===== config.mk =====
export PLATFORM = sky130hd
export DESIGN_NAME = stor_regbank
export DESIGN_NICKNAME = d
export VERILOG_FILES = /design/src/rtl/stor_pkg.sv /design/src/rtl/stor_decode.sv /design/src/rtl/stor_chan.sv /design/src/rtl/stor_regbank.sv
export SDC_FILE = /design/constraint.sdc
export NUM_CORES = 1
export LEC_CHECK = 0
export ABC_CLOCK_PERIOD_IN_PS = 2300
export BUFFER_PORTS_ARGS = -buffer_cell sky130_fd_sc_hd__buf_4
export CORE_MARGIN = 8
export CORE_UTILIZATION = 40
export DETAILED_ROUTE_END_ITERATION = 10
export PLACE_DENSITY = 0.66
export SLEW_MARGIN = 0
export SYNTH_ARGS = -nofsm -noshare
export SYNTH_HDL_FRONTEND = slang
export SYNTH_SLANG_ARGS = --single-unit

===== constraint.sdc =====
create_clock -name clk -period 2.3 [get_ports clk]
set_input_delay 0 -clock clk [delete_from_list [all_inputs] [get_ports clk]]
set_output_delay 0 -clock clk [all_outputs]
set_load 0.1 [all_outputs]

===== src/rtl/stor_pkg.sv =====
package stor_pkg;
    localparam int ADDR_W  = 9;
    localparam int DATA_W  = 32;
    localparam int NCH     = 2;
    localparam int EVT_W   = 3;
    localparam int SCTL_W  = 12;
    localparam int IEN_W   = 16;
    localparam int SCR_W   = 6;
    localparam int IRQ_BIT = 11;
    localparam logic [15:0]       CONF_ID      = 16'h6515;
    localparam logic [IEN_W-1:0]  IEN_MASK     = 16'h3EED;
    localparam logic [DATA_W-1:0] SSTAT_ONLINE = 32'h0000_0113;
    localparam logic [7:0]        STAT_WR_MASK = 8'h60;
    localparam logic [7:0]        STAT_W1C     = 8'h06;

    typedef enum logic [3:0] {
        RD_ZERO, RD_CMD, RD_SCR, RD_STAT, RD_MIX0, RD_MIX1,
        RD_CONF, RD_SCTL, RD_SSTAT, RD_IEN, RD_FWD
    } rd_sel_e;

    typedef enum logic [2:0] {
        WR_NONE, WR_CMD, WR_SCR, WR_STAT, WR_SCTL, WR_IEN, WR_FWD
    } wr_sel_e;

    typedef enum logic [1:0] {
        FK_TASK = 2'd0, FK_CTRL = 2'd1, FK_DMAADR = 2'd2, FK_NONE = 2'd3
    } fwd_kind_e;

    typedef enum logic [1:0] {
        RSP_IDLE, RSP_LOCAL, RSP_FWD
    } rsp_state_e;
endpackage


===== src/rtl/stor_decode.sv =====
module stor_decode
    import stor_pkg::*;
(
    input  logic [ADDR_W-1:0] addr,
    output rd_sel_e           rd_sel,
    output wr_sel_e           wr_sel,
    output logic              chan,
    output fwd_kind_e         kind,
    output logic [2:0]        off
);
    always_comb begin
        rd_sel = RD_ZERO;
        wr_sel = WR_NONE;
        kind   = FK_NONE;
        off    = 3'd0;
        // channel bit sits at a different position in each region
        chan   = addr[8] ? addr[7] : (addr[7] ? addr[6] : addr[3]);
        unique case (addr)
            9'h000, 9'h008: begin rd_sel = RD_CMD;  wr_sel = WR_CMD;  end
            9'h001, 9'h009: begin rd_sel = RD_SCR;  wr_sel = WR_SCR;  end
            9'h002, 9'h00A: begin rd_sel = RD_STAT; wr_sel = WR_STAT; end
            9'h010:         begin rd_sel = RD_MIX0; wr_sel = WR_CMD;  end
            9'h018:         begin rd_sel = RD_MIX1; wr_sel = WR_CMD;  end
            9'h011, 9'h019: wr_sel = WR_SCR;
            9'h012, 9'h01A: wr_sel = WR_STAT;
            9'h0A0, 9'h0E0: rd_sel = RD_CONF;
            9'h100, 9'h180: begin rd_sel = RD_SCTL; wr_sel = WR_SCTL; end
            9'h104, 9'h184: rd_sel = RD_SSTAT;
            9'h148, 9'h1C8: begin rd_sel = RD_IEN;  wr_sel = WR_IEN;  end
            9'h08A, 9'h0CA: begin
                rd_sel = RD_FWD; wr_sel = WR_FWD; kind = FK_CTRL; off = 3'd2;
            end
            default: begin
                if (addr[8:4] == 5'b00000 && addr[2] == 1'b1) begin
                    rd_sel = RD_FWD; wr_sel = WR_FWD; kind = FK_DMAADR;
                    off = {1'b0, addr[1:0]};
                end else if (addr[8:7] == 2'b01 && addr[5:3] == 3'b000) begin
                    rd_sel = RD_FWD; wr_sel = WR_FWD; kind = FK_TASK;
                    off = addr[2:0];
                end
            end
        endcase
    end
endmodule


===== src/rtl/stor_chan.sv =====
module stor_chan
    import stor_pkg::*;
(
    input  logic              clk,
    input  logic              rst_n,
    input  logic              wr_en,
    input  wr_sel_e           wr_sel,
    input  logic [DATA_W-1:0] wdata,
    input  logic              irq_in,
    input  logic [EVT_W-1:0]  evt_set,
    input  logic              drive_present,
    output logic [7:0]        cmd_q,
    output logic [7:0]        scr_q,
    output logic [7:0]        stat_q,
    output logic [SCTL_W-1:0] sctl_q,
    output logic [IEN_W-1:0]  ien_q,
    output logic              irq_lat,
    output logic              bus_rst,
    output logic [DATA_W-1:0] conf_word,
    output logic [DATA_W-1:0] sstat_word
);
    logic [7:0] stat_d;
    logic [7:0] wb;

    assign wb = wdata[7:0];

    always_comb begin
        stat_d = stat_q;
        if (wr_en && wr_sel == WR_STAT) begin
            stat_d = (wb & STAT_WR_MASK) | (stat_q & 8'h01) | (stat_q & ~wb & STAT_W1C);
        end
        if (wr_en && wr_sel == WR_CMD && !wb[0]) begin
            stat_d[0] = 1'b0;
        end
        stat_d[EVT_W-1:0] = stat_d[EVT_W-1:0] | evt_set;
    end

    always_ff @(posedge clk) begin
        if (!rst_n) begin
            cmd_q   <= '0;
            scr_q   <= '0;
            stat_q  <= '0;
            sctl_q  <= '0;
            ien_q   <= '0;
            irq_lat <= 1'b0;
            bus_rst <= 1'b0;
        end else begin
            stat_q  <= stat_d;
            irq_lat <= irq_in;
            bus_rst <= wr_en && (wr_sel == WR_SCTL) && wdata[0];
            if (wr_en) begin
                unique case (wr_sel)
                    WR_CMD:  cmd_q  <= wb;
                    WR_SCR:  scr_q  <= {{(8-SCR_W){1'b0}}, wdata[SCR_W-1:0]};
                    WR_SCTL: sctl_q <= wdata[SCTL_W-1:0];
                    WR_IEN:  ien_q  <= wdata[DATA_W-1 -: IEN_W] & IEN_MASK;
                    default: ;
                endcase
            end
        end
    end

    always_comb begin
        conf_word          = {CONF_ID, 16'h0000};
        conf_word[IRQ_BIT] = irq_lat;
        sstat_word         = drive_present ? SSTAT_ONLINE : '0;
    end

    AST_STAT_BIT0_KEPT: assert property (@(posedge clk) disable iff (!rst_n)
        (wr_en && wr_sel == WR_STAT && !evt_set[0]) |=> (stat_q[0] == $past(stat_q[0])));
    AST_BUSRST_CAUSE: assert property (@(posedge clk) disable iff (!rst_n)
        bus_rst |-> $past(wr_en && wr_sel == WR_SCTL && wdata[0]));
    AST_IRQ_LATCHED: assert property (@(posedge clk) disable iff (!rst_n)
        irq_in |=> irq_lat);
endmodule


===== src/rtl/stor_regbank.sv =====
module stor_regbank
    import stor_pkg::*;
(
    input  logic              clk,
    input  logic              rst_n,
    input  logic              bus_req,
    input  logic              bus_we,
    input  logic              bus_size,
    input  logic [8:0]        bus_addr,
    input  logic [31:0]       bus_wdata,
    output logic              bus_rvalid,
    output logic [31:0]       bus_rdata,
    input  logic [1:0]        irq_in,
    input  logic [5:0]        dma_evt,
    input  logic [1:0]        drive_present,
    output logic              irq_out,
    output logic [1:0]        chan_bus_rst,
    output logic              fwd_req,
    output logic              fwd_we,
    output logic              fwd_chan,
    output logic [1:0]        fwd_kind,
    output logic [2:0]        fwd_off,
    output logic              fwd_size,
    output logic [31:0]       fwd_wdata,
    input  logic [31:0]       fwd_rdata
);
    rd_sel_e   rd_sel;
    wr_sel_e   wr_sel;
    logic      sel_ch;
    fwd_kind_e kind;
    logic [2:0] off;

    logic [NCH-1:0][7:0]        cmd_v, scr_v, stat_v;
    logic [NCH-1:0][SCTL_W-1:0] sctl_v;
    logic [NCH-1:0][IEN_W-1:0]  ien_v;
    logic [NCH-1:0][DATA_W-1:0] conf_v, sstat_v;
    logic [NCH-1:0]             irq_v;

    logic              rd_fire, wr_fire;
    logic [DATA_W-1:0] local_rd, rdata_q;
    rsp_state_e        state_q, state_d;

    stor_decode u_decode (
        .addr   (bus_addr),
        .rd_sel (rd_sel),
        .wr_sel (wr_sel),
        .chan   (sel_ch),
        .kind   (kind),
        .off    (off)
    );

    assign rd_fire = bus_req && !bus_we;
    assign wr_fire = bus_req && bus_we;

    for (genvar gi = 0; gi < NCH; gi++) begin : g_chan
        stor_chan u_chan (
            .clk           (clk),
            .rst_n         (rst_n),
            .wr_en         (wr_fire && (sel_ch == 1'(gi))),
            .wr_sel        (wr_sel),
            .wdata         (bus_wdata),
            .irq_in        (irq_in[gi]),
            .evt_set       (dma_evt[gi*EVT_W +: EVT_W]),
            .drive_present (drive_present[gi]),
            .cmd_q         (cmd_v[gi]),
            .scr_q         (scr_v[gi]),
            .stat_q        (stat_v[gi]),
            .sctl_q        (sctl_v[gi]),
            .ien_q         (ien_v[gi]),
            .irq_lat       (irq_v[gi]),
            .bus_rst       (chan_bus_rst[gi]),
            .conf_word     (conf_v[gi]),
            .sstat_word    (sstat_v[gi])
        );
    end

    assign irq_out = |irq_v;

    // downstream port: combinational in the strobe cycle
    assign fwd_req   = bus_req && (bus_we ? (wr_sel == WR_FWD) : (rd_sel == RD_FWD));
    assign fwd_we    = bus_we;
    assign fwd_chan  = sel_ch;
    assign fwd_kind  = kind;
    assign fwd_off   = off;
    assign fwd_size  = bus_size;
    assign fwd_wdata = bus_wdata;

    always_comb begin
        local_rd = '0;
        unique case (rd_sel)
            RD_CMD:   local_rd[7:0] = cmd_v[sel_ch];
            RD_SCR:   local_rd[7:0] = scr_v[sel_ch];
            RD_STAT:  local_rd[7:0] = stat_v[sel_ch];
            RD_MIX0: begin
                local_rd[7:0]   = cmd_v[0];
                local_rd[4]     = cmd_v[0][4] | irq_v[0];
                local_rd[6]     = cmd_v[0][6] | irq_v[1];
                local_rd[14]    = stat_v[1][2];
                local_rd[23:16] = stat_v[0];
                local_rd[31:24] = stat_v[1];
            end
            RD_MIX1: begin
                local_rd[7:0]   = cmd_v[1];
                local_rd[4]     = cmd_v[1][4] | irq_v[1];
                local_rd[23:16] = stat_v[1];
            end
            RD_CONF:  local_rd = conf_v[sel_ch];
            RD_SCTL:  local_rd[SCTL_W-1:0] = sctl_v[sel_ch];
            RD_SSTAT: local_rd = sstat_v[sel_ch];
            RD_IEN:   local_rd[DATA_W-1 -: IEN_W] = ien_v[sel_ch];
            default:  local_rd = '0;
        endcase
    end

    // response state machine: next-state
    always_comb begin
        state_d = RSP_IDLE;
        if (rd_fire) begin
            state_d = (rd_sel == RD_FWD) ? RSP_FWD : RSP_LOCAL;
        end
    end

    always_ff @(posedge clk) begin
        if (!rst_n) begin
            state_q <= RSP_IDLE;
            rdata_q <= '0;
        end else begin
            state_q <= state_d;
            if (rd_fire) rdata_q <= local_rd;
        end
    end

    // response state machine: outputs
    always_comb begin
        unique case (state_q)
            RSP_LOCAL: begin bus_rvalid = 1'b1; bus_rdata = rdata_q;   end
            RSP_FWD:   begin bus_rvalid = 1'b1; bus_rdata = fwd_rdata; end
            default:   begin bus_rvalid = 1'b0; bus_rdata = '0;        end
        endcase
    end

    AST_RVALID_DUE: assert property (@(posedge clk) disable iff (!rst_n)
        rd_fire |=> bus_rvalid);
    AST_RVALID_ONLY_AFTER_READ: assert property (@(posedge clk) disable iff (!rst_n)
        !rd_fire |=> !bus_rvalid);
    AST_FWD_ONLY_ON_REQ: assert property (@(posedge clk) disable iff (!rst_n)
        fwd_req |-> bus_req);
    AST_IRQ_OUT_RAISED: assert property (@(posedge clk) disable iff (!rst_n)
        (|irq_in) |=> irq_out);
endmodule


Yosys cells after proc, flatten, opt, wreduce, memory -nomap -nowiden
Cells that the tools add are included.
Widths: inputs -> output; s select.
{"block": "op_classes", "muxes": 45, "eq_ne": 40, "n_bitwise": 13, "order_cmp": 1, "n_reduce_logical": 47}
{"op": "$mux 32", "count": 3}
{"op": "$pmux 32 s2", "count": 1}
{"op": "$pmux 8 s8", "count": 1}
{"op": "$eq 9x5->1 const B", "count": 6}
{"op": "$eq 9x9->1 const B", "count": 6}
{"op": "$pmux 4 s11", "count": 1}
{"op": "$mux 8", "count": 5}
{"op": "$pmux 8 s5", "count": 1}
{"op": "$eq 9x8->1 const B", "count": 4}
{"op": "$mux 12", "count": 3}
{"op": "$pmux 8 s4", "count": 1}
{"op": "$eq 9x4->1 const B", "count": 3}
{"op": "$pmux 3 s7", "count": 1}
{"op": "$reduce_or 2->1", "count": 10}
{"op": "$reduce_or 20->1", "count": 1}
{"op": "$reduce_or 4->1", "count": 5}
{"op": "$mux 3", "count": 6}
{"op": "$mux 9", "count": 2}
{"op": "$reduce_and 2->1", "count": 9}
{"op": "$logic_and 1x1->1", "count": 17}
{"op": "$eq 4x3->1 const B", "count": 4}
{"op": "$mux 16", "count": 1}
{"op": "$mux 14", "count": 1}
{"op": "$or 7x1->7", "count": 2}
{"op": "30 further kinds", "count": 52}
{"block": "totals", "in_bits": 88, "regBits": 128, "output_inout_bits": 77}

Longest topological paths before layout
{"block": "depth", "word_depth": 10, "ltp_mapped": 9}

Cells and area by module
A second synthesis with hierarchy kept.
{"block": "hier_totals", "cells_unflattened": 1071, "area_unflattened_um2": 8914.8}
{"mod": "stor_chan", "cells_each": 249, "instances": 2, "seq_area_each_um2": 880.8, "area_each_um2": 2269.7}
{"mod": "stor_regbank", "cells_each": 521, "instances": 1, "seq_area_each_um2": 680.7, "area_each_um2": 4041.4}
{"mod": "stor_decode", "cells_each": 52, "instances": 1, "seq_area_each_um2": 0.0, "area_each_um2": 334.1}

Worst setup path before layout
No wires, ideal clock.
{"block": "synth_timing", "kind": "input port to output port", "from": "input bus_addr[8]", "to": "output fwd_off[2]", "path_buffers": 1, "path_slack_ns": -0.616, "cell_stages": 4, "required_time_ns": 2.300, "t_arrival_ns": 2.916, "path_cell_list": "buf_2 > nand2b_1 > or3_1 > nor3b_1"}
{"block": "synth_between", "elab_chain_cells": 5, "elab_cells_between_ends": 31}
{"item": "start: declaration", "line": "stor_regbank.sv:9", "rtl": "input logic [8:0] bus_addr,"}
{"item": "branches (longest 4 deep; another with $reduce_or 20->1)"}
{"item": "$pmux 3 s2 *", "line": "stor_decode.sv:18", "rtl": "unique case (addr)"}
{"item": "end: declaration", "line": "stor_regbank.sv:22", "rtl": "output logic [2:0] fwd_off,"}
Every way passes the cells marked *.

Final worst setup path
{"block": "layout_timing", "from": "register state_q[0]", "to": "output bus_rdata[20]"}
{"block": "layout_between", "elab_chain_cells": 2, "elab_cells_between_ends": 3}
{"item": "start: declaration", "line": "stor_regbank.sv:41", "rtl": "rsp_state_e state_q, state_d;"}
{"item": "start signal: assignment", "line": "stor_regbank.sv:128", "rtl": "state_q <= state_d;"}
{"item": "$eq 2x2->1 or $eq 2x1->1 (tied branches)", "line": "stor_regbank.sv:135", "rtl": "unique case (state_q)"}
{"item": "$pmux 32 s2 *", "line": "stor_regbank.sv:135"}
{"item": "end: declaration", "line": "stor_regbank.sv:12", "rtl": "output logic [31:0] bus_rdata,"}
Mark *: on every way between the ends. The rest lies on a longest branch, timed or not.

==> results_dict.tcl <==
set metrics [dict create \
    cts_resized 0 \
    synth_top_cell_by_area "dfxtp_1" \
    crit_top_cell "buf_4" \
    fin_ws_ns 0.3241 \
    grt_pass1_wl_um 33350 \
    dpl.hpwl_um 15410 \
    dpl_worst_slack_ns 0.3486 \
    core_area_mm2 0.01577 \
    synth_warnings 0 \
    path_buf_inv 3 \
    port-buffer-count 144 \
    holdPathStages 0 \
    period_share_pct 85.91 \
    gp_congestion 0.9315 \
    htree_levels 4 \
    cpMaxStageDelayCell "ha_1" \
    r2r_end "rdata_q[0]" \
    async_flop_share_pct 0 \
    cts.sinks 118 \
    synth_area_per_cell_um2 8.010 \
    drc 0 \
    synth_seq_cells 118 \
    synthesis.area_mm2 0.006400 \
    r2r-start "g_chan[1].u_chan.stat_q[0]" \
    io_pins 165 \
    grt_pass1_vias 5962 \
    critical_path.startpoint "state_q[0]" \
    dr.pass1.iters 5 \
    worstPathArrival_ns 1.98 \
    min_period_ns 1.976 \
    area_delta_synth_final_pct 33.49 \
    insertion_delay_ns 0.41 \
    drt-total-wl_um 21690 \
    num_vias 6254 \
    reg2reg_depth 5 \
    cts_buffers 17 \
    crit_path_cell_trace "inv_1 > ha_1 > buf_4 > nor2_1 > buf_4" \
    rsz0062_at_grt "false" \
    cp_top_family "buffers and inverters" \
    drive_above_1_share_pct 26.41 \
    vdd_ir_drop_max_mv 0.4413 \
    final_cells 1155 \
    yosysUniqueCellTypes 64 \
    worstHoldStart "bus_wdata[15]" \
    r2r_slack_ns 0.64 \
    fin_nets 1016 \
    critPathMaxStageDelay_ns 0.42 \
    cts.clk_slew.worst_paths_ns 0.05 \
    dieArea_mm2 0.02030 \
    gr-total-overflow 0 \
    antennaDiodeCount 0 \
    syn-num-nets 889 \
    yosys-top-cells-area "dfxtp_1 (37%), a21boi_0 (8.7%), nand2_1 (8.4%)" \
    power_mw 6.065 \
    drt_iter0_drc 634 \
    dieWidth_um 142.5 \
    fillers 1501 \
    wl_per_cell_um 18.78 \
    slew_headroom_pct 47.07 \
    maxSlewViolCount 0 \
    cp.required_ns 2.30 \
    synth-edff-count 0 \
    setup_violations 0 \
    start_kind "register" \
    final_area_mm2 0.008543 \
    clockBufferDepth 2 \
    grt_max_degree 56 \
    max_slew.worst_pin.slew_ns 0.7892 \
    hold_violations 0 \
    synthFlopType "dfxtp_1" \
    cts-root-buf "clkbuf_16" \
    antenna_found_initial 0 \
    track_usage_pct 21.01 \
    fp-row-count 46 \
    maxCapViolCount 0 \
    max_freq_ghz 0.5061 \
    dieHeight_um 142.5 \
    finalClockSkew_ns 0.004939 \
    crit_fanout 22 \
    yosysMostFrequentCell "nand2_1" \
    yosys-top-cells-count "nand2_1 (143), dfxtp_1 (118), a21boi_0 (74), nor2_1 (48), nand3_1 (42)" \
    cp.depth 5 \
    cts_tree "built" \
    critical_path_class "reg -> out" \
    p_leak_nw 3.153 \
    synth-seq-area-share_pct 36.91 \
    hold_class "in -> out" \
    viasPerCell 5.415 \
    outcome "completed" \
    holdPathEnd "fwd_wdata[15]" \
    initial_utilization_pct 40.58 \
    syn_inst 799 \
    yosys.area.top_type_share_pct 36.91 \
    numPlacedInstances 1090 \
    dpl_cell_area_mm2 0.007495 \
    final_core_util_pct 54.17 \
    postRouteAntennaNets 0 \
    pwr_density_cell_mw_per_mm2 710.0 \
    critPathCaptureType "output pin" \
]
==> worst max path at each step <==
| stage | to | slack [ns] |
|---|---|---|
| 2_1_floorplan | bus_rdata[27] | -0.11 |
| 5_1_grt | bus_rdata[20] | 0.22 |
| 3_5_place_dp | rdata_q[29] | 0.35 |
| 6_report | bus_rdata[20] | 0.32 |
| 4_1_cts | bus_rdata[20] | 0.31 |
| 3_3_place_gp | rdata_q[0] | 0.38 |
==> cells in the final DEF, fill, tap and decap left out, drive strengths merged, types with 3 or more instances in the layout <==
cell type	instances
nor2b	4
nand4b	3
nor3b	3
or4b	3
nand2	143
bufinv	8
buf	174
nor3	9
a21oi	23
o21ai	45
nand4	3
o221ai	3
dlygate4sd3	33
mux2i	31
clkbuf	19
clkinvlp	4
nand3	42
nor2	50
nand2b	7
a21boi	85
a211oi	4
nor4	6
dfxtp	118
a22o	6
o31ai	3
inv	8
o22ai	5
or3	5
or3b	3
and3	4
a22oi	30
and2	13
mux2	6
o21a	6
==> sequential cells by signal, indices dropped and copies added (netlist names) <==
register	flops
rdata_q	28
g_chan.u_chan.sctl_q	24
g_chan.u_chan.ien_q	22
g_chan.u_chan.cmd_q	16
g_chan.u_chan.scr_q	12
g_chan.u_chan.stat_q	10
g_chan.u_chan.bus_rst	2
g_chan.u_chan.irq_lat	2
state_q	2
==> worst reg2reg max path, cell delays in order, from the launching register on <==
cell and delay (ns):
dfxtp_1 0.38, or4b_2 0.62, o31ai_1 0.10, a311oi_1 0.09, nor4_1 0.24, o21ai_1 0.09
==> per-layer routing <==
layer	track usage, %	share of wire (%)	vias up	wire length [um]
met5	0	0	-	0
met4	5.817	1.4	0	301
met3	5.837	8.2	27	1788
met2	32.36	45	235	9699
met1	28.06	46	2950	9902
li1	-	-	3042	-
==> where the power goes <==
group	total (mW)	switching, mW	internal, mW
logic	0.748	0.486	0.262
clock network	3.23	0.958	2.28
registers	2.08	0.0214	2.06
==> repair_timing <==
| item | in CTS | in global routing |
|---|---|---|
| hold buffers | 33 | 0 |
| setup buffers | 0 | 0 |
| hold endpoints to repair | 90 | 0 |
==> cells by family (layout without fill, tap and decap cells) <==
| logic type | Yosys count | after routing | share of synthesized area, % |
|---|---|---|---|
| AOI/OAI and AO/OA | 228 | 228 | 24.81 |
| DFF | 118 | 118 | 36.91 |
| buffers and inverters | 107 | 247 | 8.954 |
| muxes | 37 | 37 | 5.904 |
| adders and majority gates | 2 | 2 | 0.3909 |
| and+or+nand+nor | 307 | 307 | 23.03 |
==> area by class of cell <==
class                      count  area, um2  area share [%]
multi-input combinational    574       3513           41.12
sequential                   118       2362           27.65
timing repair buffer         207       1649           19.30
clock buffer                  19      442.9           5.185
clock inverter                13      275.3           3.222
tap                          216      270.3           3.163
inverter                       8      30.03          0.3515
==> metrics by stage <==
step / setup TNS (ns) / hold WS, ns
after global placement: 0 / 0.0006813
after floorplan: -0.4302 / 0.1239
final: 0 / 0.00003855
after global routing: 0 / 0.0001428
after CTS: 0 / 0.0006813
after detailed placement: 0 / 0.0006813
Note: power is estimated with default switching activity, not from simulation.
